--- src/rtl/abb_pkg.sv ---
`timescale 1ns/1ps
package abb_pkg;
  typedef enum logic {
    PH_COARSE = 1'b0,
    PH_FINE   = 1'b1
  } abb_phase_e;
endpackage

--- src/rtl/abb_rst_sync.sv ---
`timescale 1ns/1ps
module abb_rst_sync #(
  parameter int STAGES = 2
) (
  input  logic clk,
  input  logic rst_n,
  output logic rst_sync_n
);
  logic [STAGES-1:0] chain_q;

  always_ff @(posedge clk or negedge rst_n) begin
    if (!rst_n) chain_q <= '0;
    else        chain_q <= {chain_q[STAGES-2:0], 1'b1};
  end

  assign rst_sync_n = chain_q[STAGES-1];
endmodule

--- src/rtl/abb_edge_sync.sv ---
`timescale 1ns/1ps
module abb_edge_sync #(
  parameter int STAGES = 2
) (
  input  logic clk,
  input  logic rst_n,
  input  logic async_i,
  output logic rise_o
);
  logic [STAGES:0] sh_q;

  always_ff @(posedge clk or negedge rst_n) begin
    if (!rst_n) sh_q <= '0;
    else        sh_q <= {sh_q[STAGES-1:0], async_i};
  end

  assign rise_o = sh_q[STAGES-1] & ~sh_q[STAGES];
endmodule

--- src/rtl/abb_freq_meter.sv ---
`timescale 1ns/1ps
module abb_freq_meter #(
  parameter int R_W   = 8,
  parameter int CNT_W = 9
) (
  input  logic             clk,
  input  logic             rst_n,
  input  logic             ref_rise_i,
  input  logic             osc_rise_i,
  input  logic [R_W-1:0]   cfg_r_i,
  output logic             win_end_o,
  output logic [CNT_W-1:0] win_cnt_o
);
  localparam logic [CNT_W-1:0] CNT_MAX = '1;

  logic [R_W-1:0]   ref_cnt_q, ref_cnt_d;
  logic [CNT_W-1:0] osc_cnt_q, osc_cnt_d, osc_sum;
  logic             win_end_q, win_end_d;
  logic [CNT_W-1:0] win_cnt_q, win_cnt_d;
  logic [R_W:0]     ref_nxt;
  logic             last;

  always_comb begin
    ref_nxt = {1'b0, ref_cnt_q} + {{R_W{1'b0}}, 1'b1};
    last    = ref_rise_i && (ref_nxt >= {1'b0, cfg_r_i});
    osc_sum = (osc_cnt_q == CNT_MAX) ? CNT_MAX
                                     : osc_cnt_q + {{(CNT_W-1){1'b0}}, osc_rise_i};
    ref_cnt_d = ref_cnt_q;
    if (ref_rise_i) ref_cnt_d = last ? '0 : ref_nxt[R_W-1:0];
    osc_cnt_d = last ? '0 : osc_sum;
    win_end_d = last;
    win_cnt_d = last ? osc_sum : win_cnt_q;
  end

  always_ff @(posedge clk or negedge rst_n) begin
    if (!rst_n) begin
      ref_cnt_q <= '0;
      osc_cnt_q <= '0;
      win_end_q <= 1'b0;
      win_cnt_q <= '0;
    end else begin
      ref_cnt_q <= ref_cnt_d;
      osc_cnt_q <= osc_cnt_d;
      win_end_q <= win_end_d;
      win_cnt_q <= win_cnt_d;
    end
  end

  assign win_end_o = win_end_q;
  assign win_cnt_o = win_cnt_q;

  assert_one_decision_R2: assert property (@(posedge clk) disable iff (!rst_n)
    win_end_q |=> !win_end_q);
endmodule

--- src/rtl/abb_bias_code.sv ---
`timescale 1ns/1ps
module abb_bias_code #(
  parameter int CODE_W    = 6,
  parameter int ZERO_CODE = 32
) (
  input  logic              clk,
  input  logic              rst_n,
  input  logic              up_req_i,
  input  logic              dn_req_i,
  output logic              inc_o,
  output logic              dec_o,
  output logic [CODE_W-1:0] code_o
);
  localparam logic [CODE_W-1:0] CODE_MAX  = '1;
  localparam logic [CODE_W-1:0] CODE_ZERO = CODE_W'(ZERO_CODE);

  logic [CODE_W-1:0] code_q, code_d;
  logic              step_en;

  always_comb begin
    inc_o   = up_req_i && !dn_req_i && (code_q != CODE_MAX);
    dec_o   = dn_req_i && !up_req_i && (code_q != '0);
    step_en = inc_o || dec_o;
    code_d  = code_q;
    if (inc_o)      code_d = code_q + {{(CODE_W-1){1'b0}}, 1'b1};
    else if (dec_o) code_d = code_q - {{(CODE_W-1){1'b0}}, 1'b1};
  end

  always_ff @(posedge clk or negedge rst_n) begin
    if (!rst_n)       code_q <= CODE_ZERO;
    else if (step_en) code_q <= code_d;
  end

  assign code_o = code_q;

  assert_inc_step_R3: assert property (@(posedge clk) disable iff (!rst_n)
    inc_o |=> code_q == $past(code_q) + 1'b1);
  assert_dec_step_R3: assert property (@(posedge clk) disable iff (!rst_n)
    dec_o |=> code_q == $past(code_q) - 1'b1);
  assert_single_pulse_R3: assert property (@(posedge clk) disable iff (!rst_n)
    (inc_o || dec_o) |=> !(inc_o || dec_o));
  assert_no_wrap_R4: assert property (@(posedge clk) disable iff (!rst_n)
    (code_q == CODE_MAX) |=> code_q != '0);
endmodule

--- src/rtl/abb_trim_ctrl.sv ---
`timescale 1ns/1ps
module abb_trim_ctrl
  import abb_pkg::*;
#(
  parameter int N_W        = 8,
  parameter int CNT_W      = 9,
  parameter int DROP_W     = 8,
  parameter int LOCK_WIN   = 4,
  parameter int UNLOCK_WIN = 4,
  parameter int LOCK_TOL   = 1,
  parameter int UNLOCK_TOL = 4
) (
  input  logic              clk,
  input  logic              rst_n,
  input  logic              win_end_i,
  input  logic [CNT_W-1:0]  win_cnt_i,
  input  logic              mon_up_i,
  input  logic              mon_dn_i,
  input  logic [N_W-1:0]    cfg_n_init_i,
  input  logic [N_W-1:0]    cfg_n_min_i,
  input  logic [N_W-1:0]    cfg_n_max_i,
  output logic              up_req_o,
  output logic              dn_req_o,
  output logic              fine_o,
  output logic              locked_o,
  output logic [N_W-1:0]    n_o,
  output logic [DROP_W-1:0] drop_o
);
  localparam int SW    = CNT_W + 1;
  localparam int RUN_W = $clog2(((LOCK_WIN > UNLOCK_WIN) ? LOCK_WIN : UNLOCK_WIN) + 1);
  localparam logic [RUN_W-1:0] LOCK_LAST   = RUN_W'(LOCK_WIN - 1);
  localparam logic [RUN_W-1:0] UNLOCK_LAST = RUN_W'(UNLOCK_WIN - 1);

  abb_phase_e         phase_q, phase_d;
  logic [N_W-1:0]     n_q, n_d;
  logic [DROP_W-1:0]  drop_q, drop_d;
  logic [RUN_W-1:0]   good_q, good_d, bad_q, bad_d;
  logic               up_q, up_d, dn_q, dn_d;
  logic               lock_q, lock_d;
  logic               useen_q, useen_d, dseen_q, dseen_d;
  logic               started_q;
  logic signed [SW-1:0] diff;
  logic [SW-1:0]      mag;
  logic               good, bad, up_any, dn_any, drop_hit;

  always_comb begin
    diff = $signed({1'b0, win_cnt_i}) - $signed({{(SW-N_W){1'b0}}, n_q});
    mag  = diff[SW-1] ? SW'(-diff) : SW'(diff);
    good = mag <= SW'(LOCK_TOL);
    bad  = mag >  SW'(UNLOCK_TOL);
    up_any = (phase_q == PH_FINE) && (useen_q || mon_up_i);
    dn_any = (phase_q == PH_FINE) && (dseen_q || mon_dn_i);

    phase_d  = phase_q;
    n_d      = started_q ? n_q : cfg_n_init_i;
    good_d   = good_q;
    bad_d    = bad_q;
    lock_d   = lock_q;
    up_d     = 1'b0;
    dn_d     = 1'b0;
    useen_d  = up_any;
    dseen_d  = dn_any;
    drop_hit = 1'b0;

    if (win_end_i) begin
      up_d    = diff[SW-1];
      dn_d    = !diff[SW-1] && (diff != '0);
      useen_d = 1'b0;
      dseen_d = 1'b0;
      if (phase_q == PH_FINE) begin
        if (up_any && !dn_any) begin
          if (n_q < cfg_n_max_i) n_d = n_q + {{(N_W-1){1'b0}}, 1'b1};
          else                   drop_hit = 1'b1;
        end else if (dn_any && !up_any) begin
          if (n_q > cfg_n_min_i) n_d = n_q - {{(N_W-1){1'b0}}, 1'b1};
          else                   drop_hit = 1'b1;
        end
        lock_d = good;
        if (bad) begin
          if (bad_q == UNLOCK_LAST) begin
            phase_d = PH_COARSE;
            bad_d   = '0;
            good_d  = '0;
            lock_d  = 1'b0;
          end else begin
            bad_d = bad_q + 1'b1;
          end
        end else begin
          bad_d = '0;
        end
      end else begin
        if (good) begin
          if (good_q == LOCK_LAST) begin
            phase_d = PH_FINE;
            good_d  = '0;
            bad_d   = '0;
            lock_d  = 1'b1;
          end else begin
            good_d = good_q + 1'b1;
          end
        end else begin
          good_d = '0;
        end
      end
    end

    drop_d = drop_q;
    if (drop_hit && (drop_q != '1)) drop_d = drop_q + {{(DROP_W-1){1'b0}}, 1'b1};
  end

  always_ff @(posedge clk or negedge rst_n) begin
    if (!rst_n) begin
      phase_q   <= PH_COARSE;
      n_q       <= '0;
      drop_q    <= '0;
      good_q    <= '0;
      bad_q     <= '0;
      up_q      <= 1'b0;
      dn_q      <= 1'b0;
      lock_q    <= 1'b0;
      useen_q   <= 1'b0;
      dseen_q   <= 1'b0;
      started_q <= 1'b0;
    end else begin
      phase_q   <= phase_d;
      n_q       <= n_d;
      drop_q    <= drop_d;
      good_q    <= good_d;
      bad_q     <= bad_d;
      up_q      <= up_d;
      dn_q      <= dn_d;
      lock_q    <= lock_d;
      useen_q   <= useen_d;
      dseen_q   <= dseen_d;
      started_q <= 1'b1;
    end
  end

  assign up_req_o = up_q;
  assign dn_req_o = dn_q;
  assign fine_o   = (phase_q == PH_FINE);
  assign locked_o = lock_q;
  assign n_o      = n_q;
  assign drop_o   = drop_q;

  assert_req_exclusive_R2: assert property (@(posedge clk) disable iff (!rst_n)
    !(up_q && dn_q));
  assert_locked_in_fine_R6: assert property (@(posedge clk) disable iff (!rst_n)
    lock_q |-> (phase_q == PH_FINE));
  assert_n_frozen_coarse_R8: assert property (@(posedge clk) disable iff (!rst_n)
    (started_q && phase_q == PH_COARSE) |=> n_q == $past(n_q));
  assert_n_moves_at_window_R9: assert property (@(posedge clk) disable iff (!rst_n)
    (started_q && !win_end_i) |=> n_q == $past(n_q));
  assert_drop_sticky_R11: assert property (@(posedge clk) disable iff (!rst_n)
    started_q |=> drop_q >= $past(drop_q));
endmodule

--- src/rtl/abb_lock_ctrl.sv ---
`timescale 1ns/1ps
module abb_lock_ctrl #(
  parameter int R_W        = 8,
  parameter int N_W        = 8,
  parameter int CODE_W     = 6,
  parameter int ZERO_CODE  = 32,
  parameter int NMON       = 4,
  parameter int DROP_W     = 8,
  parameter int SYNC_STG   = 2,
  parameter int LOCK_WIN   = 4,
  parameter int UNLOCK_WIN = 4,
  parameter int LOCK_TOL   = 1,
  parameter int UNLOCK_TOL = 4
) (
  input  logic              clk,
  input  logic              rst_n,
  input  logic              ref_clk_i,
  input  logic              osc_clk_i,
  input  logic [NMON-1:0]   mon_up_i,
  input  logic [NMON-1:0]   mon_dn_i,
  input  logic [R_W-1:0]    cfg_r_i,
  input  logic [N_W-1:0]    cfg_n_init_i,
  input  logic [N_W-1:0]    cfg_n_min_i,
  input  logic [N_W-1:0]    cfg_n_max_i,
  output logic              nw_inc_o,
  output logic              nw_dec_o,
  output logic              pw_inc_o,
  output logic              pw_dec_o,
  output logic [CODE_W-1:0] nw_code_o,
  output logic [CODE_W-1:0] pw_code_o,
  output logic              fine_o,
  output logic              locked_o,
  output logic [N_W-1:0]    n_cur_o,
  output logic [DROP_W-1:0] drop_cnt_o
);
  localparam int CNT_W = N_W + 1;

  logic              rst_i_n;
  logic [1:0]        raw_clk, rise;
  logic              win_end;
  logic [CNT_W-1:0]  win_cnt;
  logic              up_req, dn_req;
  logic [1:0]        inc_v, dec_v;
  logic [CODE_W-1:0] code_v [2];

  abb_rst_sync #(.STAGES(2)) u_rst (
    .clk(clk), .rst_n(rst_n), .rst_sync_n(rst_i_n));

  assign raw_clk = {osc_clk_i, ref_clk_i};

  for (genvar g = 0; g < 2; g++) begin : g_sync
    abb_edge_sync #(.STAGES(SYNC_STG)) u_sync (
      .clk(clk), .rst_n(rst_i_n), .async_i(raw_clk[g]), .rise_o(rise[g]));
  end

  abb_freq_meter #(.R_W(R_W), .CNT_W(CNT_W)) u_meter (
    .clk(clk), .rst_n(rst_i_n),
    .ref_rise_i(rise[0]), .osc_rise_i(rise[1]), .cfg_r_i(cfg_r_i),
    .win_end_o(win_end), .win_cnt_o(win_cnt));

  abb_trim_ctrl #(
    .N_W(N_W), .CNT_W(CNT_W), .DROP_W(DROP_W),
    .LOCK_WIN(LOCK_WIN), .UNLOCK_WIN(UNLOCK_WIN),
    .LOCK_TOL(LOCK_TOL), .UNLOCK_TOL(UNLOCK_TOL)
  ) u_trim (
    .clk(clk), .rst_n(rst_i_n),
    .win_end_i(win_end), .win_cnt_i(win_cnt),
    .mon_up_i(|mon_up_i), .mon_dn_i(|mon_dn_i),
    .cfg_n_init_i(cfg_n_init_i), .cfg_n_min_i(cfg_n_min_i), .cfg_n_max_i(cfg_n_max_i),
    .up_req_o(up_req), .dn_req_o(dn_req),
    .fine_o(fine_o), .locked_o(locked_o), .n_o(n_cur_o), .drop_o(drop_cnt_o));

  for (genvar w = 0; w < 2; w++) begin : g_well
    abb_bias_code #(.CODE_W(CODE_W), .ZERO_CODE(ZERO_CODE)) u_code (
      .clk(clk), .rst_n(rst_i_n),
      .up_req_i(up_req), .dn_req_i(dn_req),
      .inc_o(inc_v[w]), .dec_o(dec_v[w]), .code_o(code_v[w]));
  end

  assign nw_inc_o  = inc_v[0];
  assign nw_dec_o  = dec_v[0];
  assign pw_inc_o  = inc_v[1];
  assign pw_dec_o  = dec_v[1];
  assign nw_code_o = code_v[0];
  assign pw_code_o = code_v[1];
endmodule

--- config.mk ---
export PLATFORM = sky130hd
export DESIGN_NAME = abb_lock_ctrl
export DESIGN_NICKNAME = d
export VERILOG_FILES = /design/src/rtl/abb_pkg.sv /design/src/rtl/abb_rst_sync.sv /design/src/rtl/abb_edge_sync.sv /design/src/rtl/abb_freq_meter.sv /design/src/rtl/abb_bias_code.sv /design/src/rtl/abb_trim_ctrl.sv /design/src/rtl/abb_lock_ctrl.sv
export SDC_FILE = /design/constraint.sdc
export NUM_CORES = 1
export LEC_CHECK = 0
export BUFFER_PORTS_ARGS = -buffer_cell sky130_fd_sc_hd__buf_2
export CAP_MARGIN = 20
export CORE_AREA = 5 5 114 94
export DETAILED_ROUTE_END_ITERATION = 10
export DIE_AREA = 0 0 119 99
export PLACE_DENSITY = 0.85
export REMOVE_ABC_BUFFERS = 1
export SLEW_MARGIN = 20
export SYNTH_ARGS = -nofsm -noshare
export SYNTH_HDL_FRONTEND = slang
export SYNTH_SLANG_ARGS = --single-unit
--- constraint.sdc ---
create_clock -name clk -period 5.1 [get_ports clk]
set_input_delay 0.255 -clock clk [delete_from_list [all_inputs] [get_ports clk]]
set_output_delay 0.255 -clock clk [all_outputs]
set_load 0.01 [all_outputs]
After elaboration in Yosys (flattened, before gate mapping)
Cells that the tools add are included.
- register bits: 76
- bits of input ports: 44
- output and inout port bits: 34
- word-level logic and storage cells: 130
- $add $sub $neg: 13
- order comparisons: 5
- eq/ne operators: 8
- multiplexer cells: 45
- bitwise logic cells: 4
- reductions and logical operators: 35
- operator list (kind ; number):
    $mux 8 ; 8
    $mux 3 ; 10
    $mux 6 ; 4
    $mux 1 ; 20
    $mux 9 ; 2
    $add 8x1->8 const B ; 2
    $logic_and 1x1->1 ; 13
    $add 6x1->6 const B ; 2
    $ne 6x6->1 const B ; 2
    $reduce_bool 6->1 ; 2
    $sub 6x1->6 const B ; 2
    $gt 10x3->1 const B ; 1
    $le 10x1->1 const B ; 1
    $mux 10 ; 1
    $neg 10->10 ; 1
    $reduce_bool 10->1 ; 1
    $sub 9x8->10 ; 1
    $add 8x1->9 const B ; 1
    $add 9x1->9 ; 1
    $eq 9x9->1 const B ; 1
    $ge 9x8->1 ; 1
    $gt 8x8->1 ; 1
    $lt 8x8->1 ; 1
    $ne 8x8->1 const B ; 1
    12 further kinds ; 30

Logic depth before layout (Yosys ltp)
- depth after elaboration: 10
- depth in mapped cells: 14
- mapped depth without buffers: 14

By module
From an unflattened synthesis, not the netlist that was laid out.
- cells, all modules: 586
- area total of the unflattened synthesis: 5537.8 um^2
- modules (own cells, without submodules) (module ; instances ; cells each ; area an instance (um^2) ; sequential area each (um^2)):
    abb_trim_ctrl ; 1 ; 334 ; 2816.5 ; 725.7
    abb_freq_meter ; 1 ; 149 ; 1503.9 ; 675.6
    abb_bias_code ; 2 ; 45 ; 485.5 ; 151.4
    abb_edge_sync ; 2 ; 4 ; 88.8 ; 75.1
    abb_rst_sync ; 1 ; 3 ; 53.8 ; 50.0
    abb_lock_ctrl ; 1 ; 2 ; 15.0 ; 0.0

Least setup slack after synthesis
No wires, ideal clock.
- path type: register -> register
- start: reg u_trim.n_q[4] (netlist: u_trim.n_o[4])
- end: reg u_trim.bad_q[0]
- setup time: 125 ps
- data arrival time: 3283 ps
- data required time: 4975 ps
- path slack: 1692 ps
- stages on the path, launching flop included: 13
- path buffers: 1
- period minus slack after synthesis: 3408 ps
- cell sequence: dfrtp_1 > clkbuf_1 > inv_1 > ha_1 > o211a_1 > a21bo_4 > nand2_1 > xor2_1 > or4_1 > a2bb2oi_1 > or4_4 > o21a_4 > mux2_4
- word-level cells in the longest chain between the ends: 6
- elaborated cells on any way between the ends: 9
- classes of those cells: add/sub (2); order compare (2); mux (3); reduce/logical (2)
- ends and longest elaborated chain (what ; line ; source):
    start: declaration ; abb_trim_ctrl.sv:35 ; logic [N_W-1:0] n_q, n_d;
    start signal: assignment ; abb_trim_ctrl.sv:126 ; n_q <= n_d;
    $sub 9x8->10 * ; abb_trim_ctrl.sv:47 ; diff = $signed({1'b0, win_cnt_i}) - $signed({{(SW-N_W){1'b0}}, n_q});
    $neg 10->10 ; abb_trim_ctrl.sv:48 ; mag = diff[SW-1] ? SW'(-diff) : SW'(diff);
    $mux 10 * ; abb_trim_ctrl.sv:48 ;
    $le 10x1->1 / $gt 10x3->1 (equally long branches) ; abb_trim_ctrl.sv:49, abb_trim_ctrl.sv:50 ;
    $reduce_bool 2->1 (no source line) / $mux 3 (equally long branches) ; n/a ;
    $reduce_and 3->1 (no source line) / $mux 3 (equally long branches) ; n/a ;
    end signal: assignment ; abb_trim_ctrl.sv:117 ; bad_q <= '0;
    end signal: assignment ; abb_trim_ctrl.sv:129 ; bad_q <= bad_d;
    end: declaration ; abb_trim_ctrl.sv:37 ; logic [RUN_W-1:0] good_q, good_d, bad_q, bad_d;
Mark *: on every way between the ends. The rest lies on a longest branch, timed or not.
A chain may end at the register's enable or synchronous reset.

Final worst setup path
- start: reg u_trim.n_q[0] (netlist: u_trim.n_o[0])
- end: reg u_trim.bad_q[1]
The elaborated chain is that of the path after synthesis.

==> results_dict.tcl <==
set metrics [dict create \
    outcome "finished, final reports clean" \
    synthCells 595 \
    cp-start-kind "register" \
    fin_tns_setup_ns 0 \
    ys_ff_latch 76 \
    cpMaxStageDelayCell "or4_4" \
    ant_nets 0 \
    p_leak_nw 3.17 \
    yosys_warnings 0 \
    synth_top_area_cell "dfrtp_1" \
    grt_pass1_vias 4520 \
    place_congestion 0.932 \
    overflow 0 \
    fin_skew_ns 0.00800 \
    clockBufferDepth 2 \
    htreeDepth 3 \
    irDropWorstVdd_uv 304 \
    synthTopCellsByCount "74 x dfrtp_1, 61 x nor2_1, 48 x ha_1" \
    synth_top_family_by_area "simple AND/OR/NAND/NOR gates" \
    timing.final.max_slew_violations 0 \
    maxCapViolCount 0 \
    synth_enable_flop_cells 0 \
    io_pins 78 \
    worst_slew_pin_slew_ns 0.967 \
    power.density_mw_per_mm2 448 \
    cp_top_family "compound AO/OA/AOI/OAI gates" \
    die_h_um 99 \
    grt.total_usage 0.214 \
    synth_top_cell_area_share 0.347 \
    hp-start "osc_clk_i" \
    crit_chain "ha_1, inv_1, fa_1, a211oi_2, nor2_1, xor2_1, o31ai_1, a21boi_0, a2bb2oi_1, or4_4, o21a_4, mux2_4" \
    end_kind "register" \
    port_buffers 77 \
    critPathMaxStageDelay_ns 0.56 \
    r2r_start "u_trim.n_o[0]" \
    ys.flop_type "dfrtp_1" \
    crit_arrival_ns 3.82 \
    routed_wl_mm 12.4 \
    cts_buffers 9 \
    dr.pass1.iters 5 \
    hold_viol 0 \
    seqCellArea_mm2 0.00191 \
    ctsResizeCount 0 \
    multi_input_area_mm2 0.00322 \
    syn2layout_area_growth_pct 16.6 \
    synthAdderAreaFrac 0.124 \
    slew_headroom 0.348 \
    cts_tree "done" \
    period_minus_slack_ns 3.60 \
    cts-root-buf "clkbuf_16" \
    synth_xor_xnor_area_share 0.0739 \
    nets 767 \
    cp_num_buf_inv 1 \
    dieWidth_um 119 \
    grt_max_degree 75 \
    fmax_mhz 278 \
    synthDistinctLibCells 58 \
    coreArea_mm2 0.00945 \
    critPathKind "reg2reg" \
    clkTransAtPathRegs_ns 0.06 \
    synth.area.top_cells "dfrtp_1 35%, ha_1 11%, xnor2_1 4.4%" \
    synth_compound_gate_area_share 0.159 \
    vias 4630 \
    vias_per_cell 5.82 \
    wire_per_inst_um 15.5 \
    rows 32 \
    setup.worst_path.start "u_trim.n_o[0]" \
    crit_fanout 8 \
    required_ns 5.32 \
    layout-drive-gt1-share 0.168 \
    start_util 0.565 \
    yosysMostFrequentCell "dfrtp_1" \
    synthesis.area_mm2 0.00534 \
    worstSkewPairLatency_ns 0.34 \
    whs_ns 0.0253 \
    hold_path_class "in2reg" \
    antenna_found_initial 0 \
    async_flop_share 1.00 \
    rsz0062_at_grt "false" \
    ys_seq_area_frac 0.357 \
    synthMuxAreaShare 0.0542 \
    timing.final.crit_share 0.706 \
    dp_hpwl_mm 9.46 \
    grt_pass1_wl_mm 20.8 \
    n_antenna_cell 0 \
    clock-sinks 76 \
    drt_iter0_markers 397 \
    die_area_mm2 0.0118 \
    setup_viol 0 \
    syn_avg_cell_area_um2 8.97 \
    fillers 753 \
    synth-simple-area-share 0.189 \
    drc 0 \
]
==> metrics by stage <==
stage                     power (mW)  instance area [um^2]  worst slack, ns  std cells  utilization
after global routing            2.98                  6220             1.27        796        0.658
after floorplan                 1.71                  5290             1.71        582            -
after global placement          1.93                  5840             1.64        779        0.618
final                           2.79                  6220             1.50        796        0.658
after detailed placement        1.98                  5840             1.52        779        0.618
after CTS                       2.79                  6220             1.51        796        0.658
==> kinds of logic after synthesis <==
| family | Yosys count |
|---|---|
| other cells | 1 |
| compound gates | 128 |
| flops | 76 |
| simple gates | 208 |
| mux | 27 |
| buf+inv | 59 |
| xor+xnor | 45 |
| fa+ha+maj | 51 |
==> worst paths after layout <==
kind                                                  to  slack [ns]  cells after the start
worst max-delay path                     u_trim.bad_q[1]        1.50                     12
worst min-delay path            g_sync[1].u_sync.sh_q[0]        0.03                      1
worst max register to register           u_trim.bad_q[1]        1.50                     12
worst min register to register  g_sync[0].u_sync.sh_q[1]        0.35                      0
max in group asynchronous           u_meter.win_cnt_o[5]        4.03                      0
min in group asynchronous               u_rst.chain_q[1]        0.23                      2
==> registers in the layout (all words and copies together), names as in the netlist <==
signal	count
g_sync.u_sync.sh_q	6
g_well.u_code.code_o	12
u_meter.osc_cnt_q	9
u_meter.ref_cnt_q	8
u_meter.win_cnt_o	9
u_meter.win_end_o	1
u_rst.chain_q	2
u_trim.bad_q	3
u_trim.dn_req_o	1
u_trim.drop_o	8
u_trim.dseen_q	1
u_trim.fine_o	1
u_trim.good_q	3
u_trim.locked_o	1
u_trim.n_o	8
u_trim.started_q	1
u_trim.up_req_o	1
u_trim.useen_q	1
==> cell usage in the layout, fill, tap and decap left out, types with 22 or more instances in the layout <==
cell type and instances:
ha_1 48, xnor2_1 27, dfrtp_1 73, a21oi_1 35, inv_1 45, nor3_1 28, nor2_1 61, o21ai_0 24
nand3_1 22, buf_2 77, nand2_1 37
==> area by class of cell <==
type	instances	area share
clock buffer	10	0.0384
clock inverter	6	0.0215
inverter	45	0.0272
multi-input combinational	461	0.517
sequential	76	0.307
tap	119	0.0239
timing repair buffer	79	0.0648
==> routing by layer <==
layer  global-route usage  wire [um]  share of wire
met5                    0          0              0
met4               0.0677        161          0.013
met3               0.0522        633          0.051
met2                0.353       5910           0.48
met1                0.280       5670           0.46
==> report_power, final <==
group          total, mW  switching (mW)  internal, mW
registers          0.850           0.137         0.714
clock network      0.788           0.246         0.541
logic               1.15           0.643         0.507
total               2.79            1.03          1.76
==> repair_timing <==
action | 4_1_cts | 5_1_grt
endpoints found under the hold margin | 2 | 0
hold buffers | 1 | 0
buffers inserted | 0 | 0
Power figures use the tool's default switching activity.
